[src/rtl/zone_pkg.sv]
package zone_pkg;

    typedef enum logic [2:0] {
        ZN_BANK0,
        ZN_BANK1,
        ZN_ROM,
        ZN_SRAM,
        ZN_IO,
        ZN_LOCAL
    } zone_e;

    typedef struct packed {
        zone_e      zone;
        logic       wr;
        logic [1:0] ben;
    } acc_t;

    // Top address nibble to zone
    function automatic zone_e zone_of(input logic [3:0] nib);
        unique casez (nib)
            4'b00??: zone_of = ZN_BANK0;
            4'b01??: zone_of = ZN_BANK1;
            4'b10??: zone_of = ZN_ROM;
            4'b110?: zone_of = ZN_SRAM;
            4'b1110: zone_of = ZN_IO;
            default: zone_of = ZN_LOCAL;
        endcase
    endfunction

    function automatic logic is_dram(input zone_e z);
        return (z == ZN_BANK0) || (z == ZN_BANK1);
    endfunction

    function automatic int unsigned max2(input int unsigned a, input int unsigned b);
        return (a > b) ? a : b;
    endfunction

endpackage

[src/rtl/zone_decoder.sv]
module zone_decoder
    import zone_pkg::*;
#(
    parameter int unsigned ADDR_W   = 24,
    parameter int unsigned CNT_W    = 3,
    parameter int unsigned ROM_WS   = 2,
    parameter int unsigned SRAM_WS  = 1,
    parameter int unsigned IO_WS    = 3,
    parameter int unsigned DRAM_RCD = 1,
    parameter int unsigned DRAM_CAS = 1
) (
    input  logic [ADDR_W-1:0] addr,
    output zone_e             zone,
    output logic [CNT_W-1:0]  wait_cnt
);
    localparam int unsigned DRAM_WS = DRAM_RCD + DRAM_CAS;

    always_comb begin
        zone = zone_of(addr[ADDR_W-1 -: 4]);
        unique case (zone)
            ZN_BANK0, ZN_BANK1: wait_cnt = CNT_W'(DRAM_WS);
            ZN_ROM:             wait_cnt = CNT_W'(ROM_WS);
            ZN_SRAM:            wait_cnt = CNT_W'(SRAM_WS);
            ZN_IO:              wait_cnt = CNT_W'(IO_WS);
            default:            wait_cnt = '0;
        endcase
    end
endmodule

[src/rtl/wait_timer.sv]
module wait_timer #(
    parameter int unsigned CNT_W = 3
) (
    input  logic             clk,
    input  logic             rst,
    input  logic             load,
    input  logic [CNT_W-1:0] load_val,
    output logic             busy,
    output logic [CNT_W-1:0] cnt
);
    always_ff @(posedge clk) begin
        if (rst) begin
            busy <= 1'b0;
            cnt  <= '0;
        end else if (!busy && load) begin
            busy <= 1'b1;
            cnt  <= load_val;
        end else if (busy) begin
            if (cnt == '0) busy <= 1'b0;
            else           cnt  <= cnt - 1'b1;
        end
    end


    count_step_chk: assert property (@(posedge clk) disable iff (rst)
        (busy && cnt != '0) |=> (busy && cnt == $past(cnt) - 1'b1));


    final_release_chk: assert property (@(posedge clk) disable iff (rst)
        (busy && cnt == '0) |=> !busy);
endmodule

[src/rtl/strobe_gen.sv]
module strobe_gen
    import zone_pkg::*;
#(
    parameter int unsigned CNT_W    = 3,
    parameter int unsigned DRAM_CAS = 1
) (
    input  logic             clk,
    input  logic             rst,
    input  logic             busy,
    input  logic [CNT_W-1:0] cnt,
    input  acc_t             acc,
    output logic             wait_o,
    output logic [2:0]       sel_n,
    output logic [1:0]       ras_n,
    output logic             cas_n,
    output logic             oe_n,
    output logic [1:0]       we_n
);
    logic ext;

    always_comb begin
        ext    = busy && (acc.zone != ZN_LOCAL);
        wait_o = busy && (cnt != '0);
        sel_n  = 3'b111;
        ras_n  = 2'b11;
        if (busy) begin
            unique case (acc.zone)
                ZN_BANK0: ras_n[0] = 1'b0;
                ZN_BANK1: ras_n[1] = 1'b0;
                ZN_ROM:   sel_n[0] = 1'b0;
                ZN_SRAM:  sel_n[1] = 1'b0;
                ZN_IO:    sel_n[2] = 1'b0;
                default:  ;
            endcase
        end
        cas_n = !(busy && is_dram(acc.zone) && (cnt <= CNT_W'(DRAM_CAS)));
        oe_n  = !(ext && !acc.wr);
        we_n  = (ext && acc.wr) ? ~acc.ben : 2'b11;
    end


    one_select_chk: assert property (@(posedge clk) disable iff (rst)
        $onehot0(~{sel_n, ras_n}));


    idle_quiet_chk: assert property (@(posedge clk) disable iff (rst)
        !busy |-> (&{sel_n, ras_n, cas_n, oe_n, we_n}));


    cas_needs_ras_chk: assert property (@(posedge clk) disable iff (rst)
        !cas_n |-> (ras_n != 2'b11));


    read_no_write_chk: assert property (@(posedge clk) disable iff (rst)
        !oe_n |-> (we_n == 2'b11));


    local_silent_chk: assert property (@(posedge clk) disable iff (rst)
        (busy && acc.zone == ZN_LOCAL) |-> (!wait_o && &{sel_n, ras_n, cas_n, oe_n, we_n}));
endmodule

[src/rtl/mem_zone_ctl.sv]
module mem_zone_ctl
    import zone_pkg::*;
#(
    parameter int unsigned ADDR_W   = 24,
    parameter int unsigned ROM_WS   = 2,
    parameter int unsigned SRAM_WS  = 1,
    parameter int unsigned IO_WS    = 3,
    parameter int unsigned DRAM_RCD = 1,
    parameter int unsigned DRAM_CAS = 1
) (
    input  logic              clk,
    input  logic              rst,
    input  logic              cpu_start,
    input  logic [ADDR_W-1:0] cpu_addr,
    input  logic              cpu_wr,
    input  logic [1:0]        cpu_ben,
    output logic              cpu_wait,
    output logic              rom_sel_n,
    output logic              sram_sel_n,
    output logic              io_sel_n,
    output logic [1:0]        ras_n,
    output logic              cas_n,
    output logic              oe_n,
    output logic [1:0]        we_n
);
    localparam int unsigned MAX_WS = max2(max2(ROM_WS, SRAM_WS), max2(IO_WS, DRAM_RCD + DRAM_CAS));
    localparam int unsigned CNT_W  = $clog2(MAX_WS + 2);

    zone_e            dec_zone;
    logic [CNT_W-1:0] dec_cnt;
    logic             busy;
    logic [CNT_W-1:0] cnt;
    logic             accept;
    acc_t             acc_q;
    logic [2:0]       sel_n;

    zone_decoder #(
        .ADDR_W(ADDR_W), .CNT_W(CNT_W), .ROM_WS(ROM_WS), .SRAM_WS(SRAM_WS),
        .IO_WS(IO_WS), .DRAM_RCD(DRAM_RCD), .DRAM_CAS(DRAM_CAS)
    ) u_dec (
        .addr(cpu_addr), .zone(dec_zone), .wait_cnt(dec_cnt)
    );

    assign accept = cpu_start && !busy;

    wait_timer #(.CNT_W(CNT_W)) u_tmr (
        .clk(clk), .rst(rst), .load(accept), .load_val(dec_cnt),
        .busy(busy), .cnt(cnt)
    );

    always_ff @(posedge clk) begin
        if (rst)         acc_q <= '{zone: ZN_LOCAL, wr: 1'b0, ben: 2'b00};
        else if (accept) acc_q <= '{zone: dec_zone, wr: cpu_wr, ben: cpu_ben};
    end

    strobe_gen #(.CNT_W(CNT_W), .DRAM_CAS(DRAM_CAS)) u_stb (
        .clk(clk), .rst(rst), .busy(busy), .cnt(cnt), .acc(acc_q),
        .wait_o(cpu_wait), .sel_n(sel_n), .ras_n(ras_n), .cas_n(cas_n),
        .oe_n(oe_n), .we_n(we_n)
    );

    assign rom_sel_n  = sel_n[0];
    assign sram_sel_n = sel_n[1];
    assign io_sel_n   = sel_n[2];


    hold_access_chk: assert property (@(posedge clk) disable iff (rst)
        (busy && cnt != '0) |=> $stable(acc_q));


    reset_idle_chk: assert property (@(posedge clk)
        $past(rst) |-> (!cpu_wait && &{rom_sel_n, sram_sel_n, io_sel_n, ras_n, cas_n, oe_n, we_n}));
endmodule

[config.mk]
export PLATFORM = sky130hd
export DESIGN_NAME = mem_zone_ctl
export DESIGN_NICKNAME = d
export VERILOG_FILES = /design/src/rtl/zone_pkg.sv /design/src/rtl/zone_decoder.sv /design/src/rtl/wait_timer.sv /design/src/rtl/strobe_gen.sv /design/src/rtl/mem_zone_ctl.sv
export SDC_FILE = /design/constraint.sdc
export NUM_CORES = 1
export LEC_CHECK = 0
export ABC_AREA = 1
export BUFFER_PORTS_ARGS = -buffer_cell sky130_fd_sc_hd__buf_4
export CORE_MARGIN = 2
export CORE_UTILIZATION = 41
export CTS_CLUSTER_SIZE = 28
export DETAILED_ROUTE_END_ITERATION = 8
export PLACE_DENSITY = 0.77
export SYNTH_ARGS = -nofsm -noshare
export SYNTH_HDL_FRONTEND = slang
export SYNTH_SLANG_ARGS = --single-unit
[constraint.sdc]
create_clock -name clk -period 1.5 [get_ports clk]
set_input_delay 0 -clock clk [delete_from_list [all_inputs] [get_ports clk]]
set_output_delay 0 -clock clk [all_outputs]
set_load 0.01 [all_outputs]
==> insert_results.sql, run 1 <==
INSERT INTO impl_metrics (metric_group, metric, value, unit) VALUES
('pwr', 'net_sw_share', '30.7', '%'),
('routing', 'drt-initial-drc-count', '8', ''),
('routing', 'firstDrtPassIters', '5', ''),
('routing', 'routedWlPerCell', '11.2', 'um'),
('pwr', 'sequentialPowerShare', '41.5', '%'),
('yosys', 'synth_edf_count', '0', ''),
('worst_setup_path', 'critPathMaxFanout', '5', ''),
('yosys', 'synthDominantCellAreaShare', '30.7', '%'),
('run_status', 'result_of_the_run', 'finished clean', ''),
('yosys', 'synth.ff_latch_count', '10', ''),
('sta', 'setup_violations', '0', ''),
('yosys', 'synth_ff_type', 'sky130_fd_sc_hd__dfxtp_1', ''),
('worst_setup_path', 'worstRegToRegCells', '7', ''),
('sta', 'final_hold_viol_count', '0', ''),
('flow_run', 'maxCapViolCount', '0', ''),
('worst_setup_path', 'reg2reg_slack', '180', 'ps'),
('final_layout', 'final-instance-count-excl-fill', '137', ''),
('final_layout', 'synthToLayoutAreaGrowth', '35.2', '%'),
('yosys', 'ys_types', '20', ''),
('routing', 'route.antenna.remaining_nets', '0', ''),
('final_layout', 'nets', '158', ''),
('final_layout', 'fillerInstances', '149', ''),
('pwr', 'net-switching-power', '228', 'uW'),
('final_layout', 'total_area_of_multi_input_combinational_cells', '379', 'um2'),
('pwr', 'power_density', '840', 'nW/um2'),
('placed_design', 'dp_hpwl', '1130', 'um'),
('global_route', 'initial_antenna_violation_count', '0', ''),
('worst_setup_path', 'critical_path_class', 'reg -> out', ''),
('sta', 'worst_pin_slew', '335', 'ps'),
('yosys', 'postSynthCellCount', '96', ''),
('routing', 'finalWirelength', '1540', 'um'),
('floorplan', 'die_area', '1930', 'um2'),
('yosys', 'synth.yosys.seq_area_share', '30.7', '%'),
('sta', 'sum_of_negative_setup_slack', '0', 'ps'),
('sta', 'final-max-slew-violation-count', '0', ''),
('sta', 'minimum_period_implied_by_the_final_worst_setup_slack', '1370', 'ps'),
('global_route', 'globalRouteTotalUtil', '17.7', '%'),
('floorplan', 'die_x', '43.9', 'um'),
('sta', 'maxSlewHeadroom', '77.6', '%'),
('pwr', 'total_leakage_power', '0.433', 'nW'),
('yosys', 'yosys_warnings', '0', ''),
('pwr', 'clock_power_share', '33.4', '%'),
('final_layout', 'sequential_cell_area', '200', 'um2'),
('placed_design', 'place.port_buffers', '19', ''),
('yosys', 'post_synth_main_area_contributors', 'sky130_fd_sc_hd__dfxtp_1 (31%), sky130_fd_sc_hd__ha_1 (11%), sky130_fd_sc_hd__inv_1 (10%)', ''),
('yosys', 'synth_top_cell_by_area', 'sky130_fd_sc_hd__dfxtp_1', ''),
('yosys', 'synth.top_cells.by_count', 'sky130_fd_sc_hd__inv_1 (18), sky130_fd_sc_hd__nand2_1 (15), sky130_fd_sc_hd__nor2_1 (12)', ''),
('global_route', 'grt_first_pass_wirelength', '2420', 'um'),
('placed_design', 'routabilityCongestion', '0.794', ''),
('clocking', 'postCtsSetupRepairBufs', '0', ''),
('floorplan', 'starting_density_of_the_core', '43.4', '%'),
('worst_setup_path', 'reg2reg_from', 'u_tmr.cnt[0]', ''),
('global_route', 'grt_start_max_net_pins', '14', ''),
('clocking', 'cts_tree', 'built', ''),
('clocking', 'cts.clk_slew.worst_paths', '70', 'ps'),
('sta', 'final_period_utilization', '91.3', '%'),
('yosys', 'synthArstFlopShare', '0', '%'),
('yosys', 'synth_area_per_cell', '6.80', 'um2'),
('floorplan', 'floorplan.die.height', '43.9', 'um'),
('sta', 'hold_slack', '6.82', 'ps'),
('worst_setup_path', 'cp.required', '1500', 'ps'),
('worst_hold_path', 'hold_start', 'cpu_wr', ''),
('routing', 'drc_errors', '0', ''),
('clocking', 'clock_sink_count', '10', ''),
('yosys', 'syn-num-nets', '132', ''),
('sta', 'max_freq', '730', 'MHz'),
('worst_hold_path', 'worstHoldPathType', 'in -> reg', ''),
('pwr', 'comb_power_share', '25.1', '%'),
('floorplan', 'placeableCoreArea', '1510', 'um2'),
('pwr', 'fin_total_pwr', '742', 'uW'),
('clocking', 'worstSkewPairLatency', '270', 'ps');
-- layer usage --
| metal | vias up | track usage (%) | share of wire, % |
|---|---|---|---|
| met2 | 13 | 30.9 | 50 |
| met4 | 0 | 5.45 | 0.52 |
| li1 | 360 | - | - |
| met5 | - | 0 | 0 |
| met3 | 2 | 7.50 | 5.3 |
| met1 | 290 | 19.3 | 44 |
-- layout by cell type, fill, tap and decap left out, types with 2 or more instances in the layout --
cell,n
sky130_fd_sc_hd__nand3_1,8
sky130_fd_sc_hd__buf_4,19
sky130_fd_sc_hd__clkbuf_4,3
sky130_fd_sc_hd__inv_1,18
sky130_fd_sc_hd__a21oi_1,7
sky130_fd_sc_hd__o21ai_0,5
sky130_fd_sc_hd__ha_1,6
sky130_fd_sc_hd__nand2_1,15
sky130_fd_sc_hd__dfxtp_1,10
sky130_fd_sc_hd__o21ai_1,2
sky130_fd_sc_hd__dlygate4sd3_1,3
sky130_fd_sc_hd__inv_2,2
sky130_fd_sc_hd__nor2_1,12
sky130_fd_sc_hd__nand4_1,2
-- worst min-delay path by stage --
stage	endpoint	depth (start not counted)
floorplan	u_tmr.cnt[0]	1
CTS	acc_q[2]	3
finish	acc_q[2]	3
global placement	u_tmr.cnt[0]	2
global route	acc_q[2]	3
detailed placement	u_tmr.cnt[0]	2
-- critical path, stage by stage, from the launching register on --
cell and delay, ps:
sky130_fd_sc_hd__dfxtp_1 340, sky130_fd_sc_hd__inv_2 90, sky130_fd_sc_hd__nor2_1 280, sky130_fd_sc_hd__o2111ai_1 190
sky130_fd_sc_hd__buf_4 190
-- what timing repair did --
action | CTS | global route
resized for setup | 0 | 1
endpoints found under the hold margin | 6 | 0
hold buffers | 3 | 0
endpoints found under the setup margin | 0 | 2
-- power groups by stage --
stage / Combinational [mW] / Clock [mW] / Sequential, mW
3_5_place_dp: 0.177 / 0 / 0.313
2_1_floorplan: 0.119 / 0 / 0.309
5_1_grt: 0.210 / 0.267 / 0.311
4_1_cts: 0.184 / 0.255 / 0.307
6_report: 0.186 / 0.248 / 0.308
3_3_place_gp: 0.169 / 0 / 0.312
-- kinds of logic (layout without fill, tap and decap cells) --
family / after synthesis / count (layout) / share of synthesized area (%)
buffers and inverters: 21 / 46 / 12.3
adders and majority gates: 6 / 6 / 11.5
and+or+nand+nor: 40 / 40 / 27.8
DFF: 10 / 10 / 30.7
AOI/OAI and AO/OA: 19 / 19 / 17.8
-- stage by stage --
step / worst slack (ps) / cell area [um2]
6_report: 131 / 883
5_1_grt: -28.2 / 883
4_1_cts: 152 / 877
3_5_place_dp: 197 / 811
3_3_place_gp: 215 / 811
2_1_floorplan: 263 / 653
-- final cells by class --
cell class              count  area share (%)
multi-input cells          65            42.9
well taps                  16            2.27
repair buffers             22            19.5
inverters                  20            8.50
clock buffers               4            4.11
flip-flops and latches     10            22.7
-- flip-flops by register name (all words and copies together), names as in the netlist --
| register | count |
|---|---|
| u_tmr.cnt | 3 |
| acc_q | 6 |
| u_tmr.busy | 1 |
(Power assumes the default switching activity.)
==> run 2: changes to the inputs <==
--- a/config.mk
+++ b/config.mk
@@ -5,10 +5,9 @@
 export SDC_FILE = /design/constraint.sdc
 export NUM_CORES = 1
 export LEC_CHECK = 0
-export ABC_AREA = 1
 export BUFFER_PORTS_ARGS = -buffer_cell sky130_fd_sc_hd__buf_4
 export CORE_MARGIN = 2
-export CORE_UTILIZATION = 41
+export CORE_UTILIZATION = 42
 export CTS_CLUSTER_SIZE = 28
 export DETAILED_ROUTE_END_ITERATION = 8
 export PLACE_DENSITY = 0.77
==> run 2 against run 1 <==
Synthesized cell count fell by 14%. Non-clock buffer count rose by 6. Sequential power hardly changed. Cell area is 7.1% higher. Routed wire length increased by 0.58%. Combinational power up 11%. Clock-buffer cell count decreased by 1. Critical path type is now reg -> reg.
==> insert_results.sql, run 2 <==
INSERT INTO impl_metrics (metric_group, metric, value, unit) VALUES
('run_status', 'result_of_the_run', 'finished clean', ''),
('yosys', 'post_synth_main_area_contributors', 'sky130_fd_sc_hd__dfxtp_1 (29%), sky130_fd_sc_hd__ha_1 (11%), sky130_fd_sc_hd__nand2_1 (5.5%)', ''),
('pwr', 'sequentialPowerShare', '44.8', '%'),
('clocking', 'worstSkewPairLatency', '250', 'ps'),
('routing', 'drt-initial-drc-count', '8', ''),
('final_layout', 'layout.cells.most_common_list', 'sky130_fd_sc_hd__buf_4 (24), sky130_fd_sc_hd__nand2_1 (10), sky130_fd_sc_hd__dfxtp_1 (9), sky130_fd_sc_hd__inv_1 (6), sky130_fd_sc_hd__nor2_1 (6)', ''),
('final_layout', 'total_area_of_multi_input_combinational_cells', '459', 'um2'),
('sta', 'hold_slack', '117', 'ps'),
('floorplan', 'starting_density_of_the_core', '44.9', '%'),
('global_route', 'grt_first_pass_wirelength', '2620', 'um'),
('final_layout', 'nets', '148', ''),
('global_route', 'overflow', '0', ''),
('worst_hold_path', 'hold_start', 'cpu_addr[21]', ''),
('yosys', 'synth_ff_type', 'sky130_fd_sc_hd__dfxtp_1', ''),
('floorplan', 'die_x', '44.4', 'um'),
('pwr', 'internal-power', '486', 'uW'),
('placed_design', 'dp_hpwl', '1180', 'um'),
('sta', 'maxSlewHeadroom', '75.7', '%'),
('final_layout', 'synthToLayoutAreaGrowth', '38.2', '%'),
('floorplan', 'die_area', '1970', 'um2'),
('sta', 'sum_of_negative_setup_slack', '0', 'ps'),
('yosys', 'postSynthCellCount', '83', ''),
('global_route', 'initial_antenna_violation_count', '0', ''),
('worst_setup_path', 'crit_path_start', 'u_tmr.cnt[0]', ''),
('placed_design', 'routabilityCongestion', '0.696', ''),
('pwr', 'total_leakage_power', '0.404', 'nW'),
('yosys', 'synth.top_cells.by_count', 'sky130_fd_sc_hd__dfxtp_1 (10), sky130_fd_sc_hd__nand2_1 (10), sky130_fd_sc_hd__ha_1 (6), sky130_fd_sc_hd__inv_1 (6), sky130_fd_sc_hd__nor2_1 (6)', ''),
('floorplan', 'floorplan.die.height', '44.4', 'um'),
('yosys', 'area_of_the_mapped_netlist', '684', 'um2'),
('floorplan', 'placementRows', '14', ''),
('worst_setup_path', 'critPathMaxFanout', '4', ''),
('worst_hold_path', 'worst_hold_stages', '4', ''),
('sta', 'max_freq', '721', 'MHz'),
('final_layout', 'final_layout_size_suffix_gt1_share', '34.5', '%'),
('worst_setup_path', 'worstRegToRegCells', '5', ''),
('final_layout', 'max_flop_register', 'acc_q', ''),
('worst_setup_path', 'critical_path_class', 'reg -> reg', ''),
('worst_hold_path', 'hold_end', 'u_tmr.cnt[0]', ''),
('global_route', 'grt_start_max_net_pins', '11', ''),
('yosys', 'synth_area_per_cell', '8.25', 'um2'),
('final_layout', 'largest_register_ffs', '6', ''),
('yosys', 'yosys_warnings', '0', ''),
('clocking', 'cts_tree', 'built', ''),
('sta', 'worst_pin_slew', '365', 'ps'),
('flow_run', 'maxCapViolCount', '0', ''),
('pwr', 'ir_worst_vdd', '409', 'uV'),
('clocking', 'cts.clk_slew.worst_paths', '60', 'ps'),
('sta', 'setup_violations', '0', ''),
('placed_design', 'place.port_buffers', '19', ''),
('routing', 'vias', '675', ''),
('yosys', 'ys_types', '34', ''),
('yosys', 'synth.ff_latch_count', '10', ''),
('worst_hold_path', 'worstHoldPathType', 'in -> reg', ''),
('clocking', 'cts_buffers', '3', ''),
('yosys', 'synthDominantCellAreaShare', '29.3', '%'),
('sta', 'final_hold_viol_count', '0', ''),
('routing', 'finalWirelength', '1550', 'um'),
('routing', 'detail_route.vias_per_cell', '5.36', ''),
('yosys', 'synthArstFlopShare', '0', '%'),
('global_route', 'vias_in_the_first_global_route', '631', ''),
('worst_setup_path', 'cp.required', '1670', 'ps'),
('worst_setup_path', 'worst-endpoint-arrival', '1560', 'ps'),
('yosys', 'synth.yosys.seq_area_share', '29.3', '%'),
('pwr', 'power_density', '722', 'nW/um2'),
('final_layout', 'final_common_cell', 'sky130_fd_sc_hd__buf_4', ''),
('worst_setup_path', 'crit_path_start_kind', 'register', ''),
('yosys', 'synth_edf_count', '0', ''),
('final_layout', 'insertedDiodeCount', '0', ''),
('global_route', 'globalRouteTotalUtil', '17.8', '%'),
('yosys', 'syn-num-nets', '119', ''),
('pwr', 'clock_power_share', '24.9', '%'),
('sta', 'final_period_utilization', '92.5', '%'),
('sta', 'fin_skew', '0.181', 'ps'),
('routing', 'route.antenna.remaining_nets', '0', ''),
('worst_setup_path', 'reg2reg_from', 'u_tmr.cnt[0]', ''),
('routing', 'firstDrtPassIters', '4', ''),
('final_layout', 'layout_top_registers', 'acc_q x6, u_tmr.cnt x3, u_tmr.busy x1', ''),
('pwr', 'net_sw_share', '28.7', '%'),
('sta', 'final-max-slew-violation-count', '0', ''),
('pwr', 'net-switching-power', '196', 'uW'),
('sta', 'minimum_period_implied_by_the_final_worst_setup_slack', '1390', 'ps'),
('final_layout', 'fillerInstances', '132', ''),
('routing', 'drc_errors', '0', ''),
('worst_setup_path', 'crit_path_end_kind', 'register', ''),
('sta', 'rsz0062_at_grt', 'no', ''),
('worst_setup_path', 'reg2reg_slack', '110', 'ps'),
('clocking', 'cts-root-to-sink-buffers', '2', ''),
('clocking', 'clock_sink_count', '10', ''),
('clocking', 'clockRootBuffer', 'sky130_fd_sc_hd__clkbuf_4', ''),
('floorplan', 'io-pin-count', '40', ''),
('pwr', 'comb_power_share', '30.4', '%'),
('final_layout', 'sequential_cell_area', '201', 'um2'),
('worst_setup_path', 'crit-reg2reg-capture', 'u_tmr.cnt[1]', ''),
('yosys', 'synth_top_cell_by_area', 'sky130_fd_sc_hd__dfxtp_1', ''),
('floorplan', 'placeableCoreArea', '1520', 'um2'),
('clocking', 'cts.htree.levels', '1', ''),
('routing', 'routedWlPerCell', '12.3', 'um');
-- run 2: cell families after synthesis --
family                     after synthesis  share of synthesized area, %
xor gates and xnor gates                 1                          1.28
and+or+nand+nor                         39                          33.3
muxes                                    1                          1.65
adders and majority gates                6                          11.0
DFF                                     10                          29.3
buffers and inverters                   10                          5.85
AOI/OAI and AO/OA                       16                          17.7
-- run 2: worst max-delay path by stage --
stage                         to  cells after the start
floorplan           u_tmr.cnt[1]                      5
global placement    u_tmr.cnt[1]                      5
detailed placement  u_tmr.cnt[1]                      5
CTS                 u_tmr.cnt[1]                      5
global route        u_tmr.cnt[1]                      5
finish              u_tmr.cnt[1]                      5
-- run 2: area by class of cell --
class	count	area share, %
multi-input cells	63	48.5
repair buffers	28	23.3
flip-flops and latches	10	21.3
clock buffers	3	2.38
inverters	6	2.38
well taps	16	2.12
-- run 2: stage by stage --
| stage | cells | cell area [um2] | setup slack (ps) | util (%) | total power, mW |
|---|---|---|---|---|---|
| 3_3_place_gp | 118 | 867 | 74.2 | 56.9 | 0.495 |
| 3_5_place_dp | 118 | 867 | 53.6 | 56.9 | 0.501 |
| 6_report | 126 | 946 | 112 | 62.1 | 0.683 |
| 5_1_grt | 126 | 946 | 4.94 | 62.1 | 0.726 |
| 4_1_cts | 125 | 935 | 34.9 | 61.3 | 0.681 |
| 2_1_floorplan | 83 | 692 | 19.3 | - | 0.437 |
-- run 2: routing by layer --
metal | track usage, % | share of wire (%)
met4 | 7.27 | 1.0
met3 | 2.86 | 3.4
met5 | 0 | 0
met1 | 21.8 | 45
met2 | 30.9 | 50
-- run 2: critical path: stages (launching register included) --
cell                       delay (ps)
sky130_fd_sc_hd__dfxtp_2          350
sky130_fd_sc_hd__inv_1             70
sky130_fd_sc_hd__ha_2             190
sky130_fd_sc_hd__a21boi_2         170
sky130_fd_sc_hd__mux2_4           320
sky130_fd_sc_hd__a221oi_2         200
-- run 2: power by group through the flow --
stage          combinational, mW  clock [mW]  sequential [mW]
6_report                   0.207       0.170            0.305
2_1_floorplan              0.133           0            0.304
3_5_place_dp               0.191           0            0.310
4_1_cts                    0.201       0.174            0.305
3_3_place_gp               0.186           0            0.309
5_1_grt                    0.232       0.185            0.309
-- run 2: what timing repair did --
| item | in CTS | in global routing |
|---|---|---|
| setup endpoints to repair | 1 | 1 |
| hold endpoints to repair | 6 | 0 |
| pin swaps | 0 | 1 |
| buffers inserted | 0 | 1 |
| gates resized for setup | 1 | 2 |
| hold buffers | 4 | 0 |
